`config.mk`:
```
export PLATFORM = sky130hd
export DESIGN_NAME = dbg_bus_master
export DESIGN_NICKNAME = d
export VERILOG_FILES = /design/src/rtl/dbg_bus_pkg.sv /design/src/rtl/dbg_lane_strobe.sv /design/src/rtl/dbg_xfer_gate.sv /design/src/rtl/dbg_bus_master.sv
export SDC_FILE = /design/constraint.sdc
export NUM_CORES = 1
export LEC_CHECK = 0
export BUFFER_PORTS_ARGS = -buffer_cell sky130_fd_sc_hd__buf_2
export CAP_MARGIN = 40
export CELL_PAD_IN_SITES_DETAIL_PLACEMENT = 1
export CELL_PAD_IN_SITES_GLOBAL_PLACEMENT = 2
export CORE_MARGIN = 2
export CORE_UTILIZATION = 29
export CTS_BUF_LIST = sky130_fd_sc_hd__clkbuf_16
export CTS_CLUSTER_DIAMETER = 80
export DETAILED_ROUTE_END_ITERATION = 8
export HOLD_SLACK_MARGIN = 0.1
export PLACE_DENSITY = 0.93
export RECOVER_POWER = 100
export SLEW_MARGIN = 10
export SYNTH_ARGS = -nofsm -noshare
export SYNTH_HDL_FRONTEND = slang
export SYNTH_SLANG_ARGS = --single-unit
```
`constraint.sdc`:
```
create_clock -name clk -period 7.07 [get_ports clk]
set_input_delay 1.0605 -clock clk [delete_from_list [all_inputs] [get_ports clk]]
set_output_delay 1.0605 -clock clk [all_outputs]
set_load 0.005 [all_outputs]
```
`src/rtl/dbg_bus_pkg.sv`:
```
package dbg_bus_pkg;

  typedef enum logic [1:0] {
    TR_IDLE   = 2'b00,
    TR_NONSEQ = 2'b10
  } trans_e;

  typedef enum logic [1:0] {
    ST_IDLE,
    ST_ADDR,
    ST_DATA
  } state_e;

  localparam logic [2:0] BURST_SINGLE = 3'b000;

endpackage

```
`src/rtl/dbg_lane_strobe.sv`:
```
// Byte-lane strobe decode from unit size and address offset.
module dbg_lane_strobe #(
  parameter  int STRB_W = 4,
  localparam int OFF_W  = $clog2(STRB_W)
) (
  input  logic [2:0]        size,
  input  logic [OFF_W-1:0]  offset,
  output logic [STRB_W-1:0] strb,
  output logic              size_ok,
  output logic              aligned
);

  assign size_ok = (int'(size) <= OFF_W);

  always_comb begin
    aligned = 1'b1;
    for (int b = 0; b < OFF_W; b++) begin
      if ((b < int'(size)) && offset[b]) aligned = 1'b0;
    end
  end

  for (genvar i = 0; i < STRB_W; i++) begin : g_lane
    localparam logic [OFF_W-1:0] LANE = OFF_W'(i);
    assign strb[i] = size_ok && ((LANE >> size) == (offset >> size));
  end

endmodule

```
`src/rtl/dbg_xfer_gate.sv`:
```
// Decides whether a request may reach the bus.
module dbg_xfer_gate #(
  parameter int OFF_W = 2
) (
  input  logic             dbg_en,
  input  logic             sys_pwr_down,
  input  logic             sec_en,
  input  logic             req_secure,
  input  logic             req_pack,
  input  logic [2:0]       size,
  input  logic [OFF_W-1:0] offset,
  input  logic             size_ok,
  input  logic             aligned,
  output logic             blocked
);

  logic pack_bad;
  logic sec_bad;

  assign pack_bad = req_pack && (int'(size) < OFF_W) && (offset != '0);
  assign sec_bad  = req_secure && !sec_en;
  assign blocked  = !dbg_en || sys_pwr_down || sec_bad || !size_ok ||
                    !aligned || pack_bad;

endmodule

```
`src/rtl/dbg_bus_master.sv`:
```
module dbg_bus_master
  import dbg_bus_pkg::*;
#(
  parameter  int ADDR_W = 32,
  parameter  int DATA_W = 32,
  localparam int STRB_W = DATA_W / 8,
  localparam int OFF_W  = $clog2(STRB_W),
  localparam int CNT_W  = OFF_W + 1
) (
  input  logic              clk,
  input  logic              rst,
  input  logic              req_valid,
  output logic              req_ready,
  input  logic [ADDR_W-1:0] req_addr,
  input  logic [DATA_W-1:0] req_wdata,
  input  logic [2:0]        req_size,
  input  logic              req_write,
  input  logic              req_pack,
  input  logic [4:0]        req_prot,
  input  logic              req_secure,
  output logic              req_done,
  output logic              req_err,
  output logic [DATA_W-1:0] req_rdata,
  input  logic              dbg_en,
  input  logic              sec_en,
  input  logic              sys_pwr_down,
  output logic [ADDR_W-1:0] haddr,
  output logic [1:0]        htrans,
  output logic [2:0]        hsize,
  output logic [2:0]        hburst,
  output logic [6:0]        hprot,
  output logic [STRB_W-1:0] hbstrb,
  output logic              hwrite,
  output logic [DATA_W-1:0] hwdata,
  input  logic              hready,
  input  logic [DATA_W-1:0] hrdata,
  input  logic [1:0]        hresp
);

  state_e              state_q;
  trans_e              htrans_q;
  logic [ADDR_W-1:0]   haddr_q;
  logic [2:0]          hsize_q;
  logic [6:0]          hprot_q;
  logic [STRB_W-1:0]   hbstrb_q;
  logic                hwrite_q;
  logic [DATA_W-1:0]   hwdata_q;
  logic [DATA_W-1:0]   wdata_q;
  logic [CNT_W-1:0]    units_q;
  logic                done_q;
  logic                err_q;
  logic [DATA_W-1:0]   rdata_q;

  logic [STRB_W-1:0]   acc_strb;
  logic                size_ok;
  logic                aligned;
  logic                blocked;
  logic [CNT_W-1:0]    units_req;
  logic [OFF_W:0]      unit_bytes;
  logic [ADDR_W-1:0]   addr_nxt;
  logic [STRB_W-1:0]   strb_nxt;

  dbg_lane_strobe #(.STRB_W(STRB_W)) u_strb (
    .size    (req_size),
    .offset  (req_addr[OFF_W-1:0]),
    .strb    (acc_strb),
    .size_ok (size_ok),
    .aligned (aligned)
  );

  dbg_xfer_gate #(.OFF_W(OFF_W)) u_gate (
    .dbg_en       (dbg_en),
    .sys_pwr_down (sys_pwr_down),
    .sec_en       (sec_en),
    .req_secure   (req_secure),
    .req_pack     (req_pack),
    .size         (req_size),
    .offset       (req_addr[OFF_W-1:0]),
    .size_ok      (size_ok),
    .aligned      (aligned),
    .blocked      (blocked)
  );

  // Remaining units after the first one of a packed request.
  always_comb begin
    units_req = '0;
    if (req_pack && (int'(req_size) < OFF_W))
      units_req = CNT_W'((STRB_W >> req_size) - 1);
  end

  // Step to the next unit of a packed run.
  assign unit_bytes = (OFF_W+1)'(1) << hsize_q;
  assign addr_nxt   = haddr_q + ADDR_W'(unit_bytes);
  assign strb_nxt   = hbstrb_q << unit_bytes;

  always_ff @(posedge clk) begin
    if (rst) begin
      state_q  <= ST_IDLE;
      htrans_q <= TR_IDLE;
      haddr_q  <= '0;
      hsize_q  <= '0;
      hprot_q  <= '0;
      hbstrb_q <= '0;
      hwrite_q <= 1'b0;
      hwdata_q <= '0;
      wdata_q  <= '0;
      units_q  <= '0;
      done_q   <= 1'b0;
      err_q    <= 1'b0;
      rdata_q  <= '0;
    end else begin
      done_q <= 1'b0;
      unique case (state_q)
        ST_IDLE: begin
          if (req_valid) begin
            rdata_q <= '0;
            err_q   <= 1'b0;
            if (blocked) begin
              done_q <= 1'b1;
              err_q  <= 1'b1;
            end else begin
              state_q  <= ST_ADDR;
              htrans_q <= TR_NONSEQ;
              haddr_q  <= req_addr;
              hsize_q  <= req_size;
              hprot_q  <= {~req_secure, 1'b0, req_prot};
              hbstrb_q <= acc_strb;
              hwrite_q <= req_write;
              wdata_q  <= req_wdata;
              units_q  <= units_req;
            end
          end
        end
        ST_ADDR: begin
          if (hready) begin
            state_q  <= ST_DATA;
            htrans_q <= TR_IDLE;
            hwdata_q <= wdata_q;
          end
        end
        ST_DATA: begin
          if (hready) begin
            if (hresp != 2'b00) begin
              state_q <= ST_IDLE;
              done_q  <= 1'b1;
              err_q   <= 1'b1;
            end else begin
              if (!hwrite_q) begin
                for (int i = 0; i < STRB_W; i++) begin
                  if (hbstrb_q[i]) rdata_q[8*i +: 8] <= hrdata[8*i +: 8];
                end
              end
              if (units_q != '0) begin
                units_q  <= units_q - 1'b1;
                haddr_q  <= addr_nxt;
                hbstrb_q <= strb_nxt;
                htrans_q <= TR_NONSEQ;
                state_q  <= ST_ADDR;
              end else begin
                state_q <= ST_IDLE;
                done_q  <= 1'b1;
              end
            end
          end
        end
        default: state_q <= ST_IDLE;
      endcase
    end
  end

  assign req_ready = (state_q == ST_IDLE);
  assign req_done  = done_q;
  assign req_err   = err_q;
  assign req_rdata = rdata_q;
  assign haddr     = haddr_q;
  assign htrans    = htrans_q;
  assign hsize     = hsize_q;
  assign hburst    = BURST_SINGLE;
  assign hprot     = hprot_q;
  assign hbstrb    = hbstrb_q;
  assign hwrite    = hwrite_q;
  assign hwdata    = hwdata_q;

endmodule

```
# == Yosys cells after proc, flatten, opt, wreduce, memory -nomap -nowiden ==
# Index checks and enable logic that the tools add are counted.
# totals
input_bits,116
ff_bits,151
# classes
n_eq_ne,18
n_lt_le_gt_ge,4
add_sub_neg,3
muxes,54
n_shift,8
n_bitwise,2
n_reduce_logical,34
# ops
cell,count
32-bit two-way mux,9
32-bit one-hot mux with 2 select lines,2
32-bit by 3-bit adder with 32-bit output,1
8-bit two-way mux,4
6-bit AND reduction,5
2-bit inequality test (second input constant),12
2-bit two-way mux,10
4-bit two-way mux,5
3-bit two-way mux,6
1-bit two-way mux,12
2-bit one-hot mux with 3 select lines,2
1-bit logical AND,9
2-bit equality test,4
4-bit one-hot mux with 2 select lines,1
4-bit AND reduction,2
7-bit AND reduction,1
1-bit by 3-bit less-than comparator with 1-bit output (first input constant),2
3-bit one-hot mux with 2 select lines,1
2-bit nonzero test,3
3-bit nonzero test,2
1-bit by 3-bit right shift with 2-bit output (first input constant),2
2-bit by 3-bit right shift with 2-bit output (first input constant),2
1-bit logical OR,5
1-bit logical NOT,4
15 further kinds,17

# == Depth between registers and ports, before layout ==
# depth
word_depth,10
ltp_mapped,11
depth_no_buf,9

# == By module ==
# A second synthesis with hierarchy kept.
# unflattened
cells_unflattened,877
area_unflattened_um2,6874.1
# by_module_without_submodules
mod,n_inst,area_per_inst_um2,cells_each,seq_area_each_um2
dbg_bus_master,1,6744.0,858,3002.9
dbg_lane_strobe,1,88.8,14,0.0
dbg_xfer_gate,1,41.3,5,0.0

# == Worst setup path after synthesis ==
# No wires, ideal clock.
# synth_timing
kind,input-to-reg
from,in req_size[0]
to,reg haddr_q[13] (netlist: haddr[13])
path_slack_ps,4423
setup_ps,119
path_stages,8
arrival_time_ps,2528
required_ps,6951
path_buffers,3
cell_sequence,clkbuf_1 a21oi_1 o22ai_1 nor2_1 or2_2 clkbuf_1 clkbuf_1 o221a_2
# synth_between
elab_chain_len,9
# synth_lines
element,line,source
"start, declared",dbg_bus_master.sv:16,"input logic [2:0] req_size,"
1-bit by 3-bit less-than comparator with 1-bit output,dbg_lane_strobe.sv:18,if ((b < int'(size)) && offset[b]) aligned = 1'b0;
1-bit logical AND,dbg_lane_strobe.sv:18,
1-bit two-way mux (2 in a row),dbg_lane_strobe.sv:18,
1-bit logical NOT,dbg_xfer_gate.sv:23,!aligned || pack_bad;
1-bit logical OR,dbg_xfer_gate.sv:22,assign blocked = !dbg_en || sys_pwr_down || sec_bad || !size_ok ||
1-bit logical OR *,dbg_xfer_gate.sv:23,
2-bit inequality test (no source line) *,--,
6-bit AND reduction (no source line) *,--,
"end signal, assigned",dbg_bus_master.sv:124,haddr_q <= req_addr;
"end signal, assigned",dbg_bus_master.sv:155,haddr_q <= addr_nxt;
"end, declared",dbg_bus_master.sv:42,logic [ADDR_W-1:0] haddr_q;
# Mark *: on every way between the ends. The rest lies on a longest branch, timed or not.
# A chain may end at the register's enable or synchronous reset.

# == Worst setup path in the final report ==
# layout_timing
from,in req_addr[1]
to,reg hbstrb_q[0] (netlist: hbstrb[0])
# layout_between
elab_chain_len,7
# layout_lines
element,line,source
"start, declared",dbg_bus_master.sv:14,"input logic [ADDR_W-1:0] req_addr,"
"parallel branches: the longest is 7 deep, another holds 4-bit two-way mux",--,
"end signal, assigned",dbg_bus_master.sv:127,hbstrb_q <= acc_strb;
"end signal, assigned",dbg_bus_master.sv:156,hbstrb_q <= strb_nxt;
"end, declared",dbg_bus_master.sv:45,logic [STRB_W-1:0] hbstrb_q;
# Several ways; the timed one is not identified. The select of a mux whose other input is x is not followed.

==> results list <==
* Placeable core region: between 0.02 and 0.025 mm²
- Via count of the first global-routing pass: 7094
- The multi-input combinational cells in the finished layout cover a total of 0.003387 mm².
- After detailed routing, the average wire length per cell comes to ~17 µm.
- Design internal power: 1426 µW
* Placer's final routability congestion estimate: 0.8138
- For this run, the detailed router's first-pass iteration total came to 4.
* Post-Synthesis Cells: slightly below 900
* Sw Ratio: 25.16%
- No sink is reached through more buffers than the 2 on the longest clock path.
- The count of buffers added on input and output ports is 229.
- Max-Slew Margin vs Limit: -117.1%
* Final total negative setup slack: 0 ns
* Pin count of the biggest net entering global routing: 78
- Data on the critical path arrives at its endpoint at 4.76 ns.
* Number of synthesized flops with an enable pin: 0
- Num CTS Buffers: 17
* Relative contribution of combinational cells to total power: 5.2%
- Post-placement worst setup slack: 3.779 ns
- The clock net in this run drives a total of 150 sinks.
- After synthesis, the share of flip-flops with an asynchronous set or reset is 0%.
* Starting density of the core: 29.54%
- Smallest setup slack after layout: 2.621 ns
- Total wirelength of the detailed-routed design: 23440 µm
- Number of antenna violations at the first check in global routing: 4
* Clock tree from TritonCTS: yes
- Die width: 155.6 µm
- Clock period minus final worst setup slack: 4.449 ns
- Summing all flip-flop and latch instances after layout gives roughly 0.0030 mm².
- Site row count: 55
- Type of the worst setup path: primary input to register
* Global-route congestion overflow total: 0
* Share of the clock period used by the worst path: 62.92%
- DRC violations left: 0
* Kind of path behind the tightest hold check: register to register
- The worst setup path is captured at a register.
- Unrepaired setup endpoints after global routing: false
* Synth warn: 0
- The cell sitting at the root of the clock tree is a sky130_fd_sc_hd__clkbuf_16.
- Sequential elements use 45.04% of the synthesized area.
- Power per Cell Area: 224.4 mW/mm²
- In this run, distinct cell masters in the synthesized netlist total 60.
- Power comes to between 1500 and 2000 µW.
* Slew of the pin with the lowest slew margin: between 3 and 4 ns
- Startpoint types: primary input
- Share of power burned in registers: ~45%
* Total net switching power: 479.3 µW
- The detail route stage leaves a number of antenna-violating nets equal to 0.
- Y dimension of the die: 155.6 µm
- The detailed router placed roughly 7000 vias in this run.
* Final core utilization: 37.62%
- The count of pins over their slew limit came to 155.
- For this run, the top clock speed supported by timing is 224.8 MHz.
- Clock network power share: around half
* Peak supply drop: 0.0001772 V
* HPWL reported at the end of detailed placement: 16210 µm
* Syn avg cell area: between 7 and 8 µm²
- Outcome: finished, violations left
* Fillers: ~2900
* Hold buffer count at CTS: 0
- Number of register bits inferred by synthesis: 150
- Cell count after placement: roughly 1300
* Layout cell share with drive strength beyond 1: between 10% and 20%
* Final hold violation count: 0
* First-pass GRT wire length: 37470 µm
* Setup Fix Bufs, Post-CTS: 0
- In the final design database the tool counted approximately 1200 nets.
* Final Non-Filler Cells: 1376
* Cell area after synthesis: roughly 0.0067 mm²
* Io pins: 235
- Post-CTS repair changed the size of 0 cells.
* Total global-route track usage: around 19%
* Violation count after the first detailed-routing iteration: 270
- H-Tree Depth: 4
- Across the routed clock network, the largest skew measured is ~0.012 ns.
* Most frequently used flop master after synthesis: sky130_fd_sc_hd__dfxtp_1
* Die area: ~0.024 mm²
- Via density per instance: about 5.1
- Max Cap Viol: 3
- At the later pin of the worst-skew pair, clock insertion delay measures 0.43 ns.
* Static Leakage: 0.003202 µW
* Clock transition at the register clock pins on the worst setup and hold paths after CTS: 0.06 ns
- The area growth from synthesis to layout is 27.36%.
* Crit-path max FO: 47
- Data on the critical path is required at its endpoint by 7.38 ns.
- Setup-violating endpoint count in the final report: 0
* Violated checks: capacitance limit, slew limit
-- per-stage QoR --
step	cell area [µm²]	hold WS (ns)
floorplan	6683	0.4321
global placement	7988	0.4341
detailed placement	7988	0.4426
CTS	8597	0.4511
global route	8484	0.4682
finish	8492	0.4518
-- power groups by stage --
| stage | clock network (µW) | registers [µW] | logic (µW) |
|---|---|---|---|
| after floorplan | 0 | 872 | 47.1 |
| after global placement | 0 | 873 | 99.1 |
| after detailed placement | 0 | 873 | 99.7 |
| after CTS | 984 | 854 | 100 |
| after global routing | 1020 | 854 | 110 |
| final | 953 | 854 | 98.6 |
-- worst max-delay path, stage by stage --
cell                       delay (ns)
sky130_fd_sc_hd__clkbuf_1        0.15
sky130_fd_sc_hd__o21ai_0         0.28
sky130_fd_sc_hd__nand4_1         0.24
sky130_fd_sc_hd__nor2_4          0.13
sky130_fd_sc_hd__clkbuf_1        1.70
sky130_fd_sc_hd__o21ai_0         0.73
sky130_fd_sc_hd__a32o_1          0.45
-- path summary, 6_finish.rpt --
check | startpoint | end | slack (ns) | cells after the start
worst max register to register | state_q[0] | req_rdata[2] | 2.66 | 5
worst min register to register | req_rdata[7] | req_rdata[7] | 0.45 | 2
worst max-delay path | req_addr[1] | hbstrb[0] | 2.62 | 7
worst min-delay path | req_rdata[7] | req_rdata[7] | 0.45 | 2
-- cell type report --
type / instances / share of cell area [%]
antenna: 4 / 0.1179
clock buffer: 17 / 5.010
clock inverter: 15 / 2.166
inverter: 8 / 0.3536
multi-input combinational: 661 / 39.89
sequential: 150 / 35.36
tap: 285 / 4.199
timing repair buffer: 236 / 12.91
-- state kept, by name, indices dropped and copies added (netlist names), 2 cells and up --
name,flops
haddr,32
hbstrb,4
hprot,6
hsize,3
hwdata,32
req_rdata,32
state_q,2
units_q,3
wdata_q,32
-- cells by family (layout without fill, tap and decap cells) --
kind of cell               after synthesis  count (layout)  synth area share [%]
xor gates and xnor gates                 2               2                0.2628
buffers and inverters                   73             276                 4.541
and+or+nand+nor                        393             393                 26.27
muxes                                    4               4                0.6005
AOI/OAI and AO/OA                      251             251                 22.11
DFF                                    150             150                 45.04
other                                    1               9               0.05624
adders and majority gates                6               6                 1.126
-- cell usage after synthesis, types with 4 or more instances --
cell type | number | area share, %
sky130_fd_sc_hd__a211oi_1 | 5 | 0.56
sky130_fd_sc_hd__a21o_1 | 6 | 0.68
sky130_fd_sc_hd__a21oi_1 | 140 | 11
sky130_fd_sc_hd__a22o_1 | 4 | 0.53
sky130_fd_sc_hd__a311oi_1 | 4 | 0.53
sky130_fd_sc_hd__a31oi_1 | 8 | 0.75
sky130_fd_sc_hd__a32o_1 | 4 | 0.60
sky130_fd_sc_hd__and2_1 | 6 | 0.56
sky130_fd_sc_hd__and3_1 | 6 | 0.56
sky130_fd_sc_hd__buf_1 | 8 | 0.45
sky130_fd_sc_hd__buf_4 | 5 | 0.56
sky130_fd_sc_hd__clkbuf_1 | 49 | 2.8
sky130_fd_sc_hd__dfxtp_1 | 150 | 45
sky130_fd_sc_hd__ha_1 | 6 | 1.1
sky130_fd_sc_hd__inv_1 | 7 | 0.39
sky130_fd_sc_hd__mux2i_1 | 4 | 0.60
sky130_fd_sc_hd__nand2_1 | 226 | 13
sky130_fd_sc_hd__nand3_1 | 47 | 3.5
sky130_fd_sc_hd__nand4_1 | 13 | 1.2
sky130_fd_sc_hd__nor2_1 | 48 | 2.7
sky130_fd_sc_hd__nor3_1 | 17 | 1.3
sky130_fd_sc_hd__o21a_1 | 5 | 0.56
sky130_fd_sc_hd__o21ai_0 | 36 | 2.7
sky130_fd_sc_hd__o21ai_1 | 5 | 0.38
sky130_fd_sc_hd__o22ai_1 | 5 | 0.47
sky130_fd_sc_hd__o31ai_1 | 7 | 0.79
sky130_fd_sc_hd__o32ai_1 | 4 | 0.53
-- placed cells by master, fill, tap and decap left out, types with 6 or more instances in the layout --
master and n:
sky130_fd_sc_hd__nand2_1 226, sky130_fd_sc_hd__buf_2 153, sky130_fd_sc_hd__dfxtp_1 150, sky130_fd_sc_hd__a21oi_1 140, sky130_fd_sc_hd__clkbuf_1 78, sky130_fd_sc_hd__nand3_1 47
sky130_fd_sc_hd__nor2_1 46, sky130_fd_sc_hd__o21ai_0 39, sky130_fd_sc_hd__nor3_1 17, sky130_fd_sc_hd__clkbuf_16 17, sky130_fd_sc_hd__nand4_1 13, sky130_fd_sc_hd__a31oi_1 8
sky130_fd_sc_hd__o31ai_1 7, sky130_fd_sc_hd__inv_1 7, sky130_fd_sc_hd__and3_1 6, sky130_fd_sc_hd__and2_1 6, sky130_fd_sc_hd__a21o_1 6, sky130_fd_sc_hd__ha_1 6
-- per-layer routing --
layer / part of all wire [%] / vias to the layer above / global-route usage, %
met5: 0 / - / 0
met4: 1.8 / 0 / 5.985
met3: 6.5 / 23 / 5.056
met2: 47 / 193 / 31.86
met1: 44 / 3336 / 24.61
li1: - / 3457 / -
(Power assumes the default switching activity.)
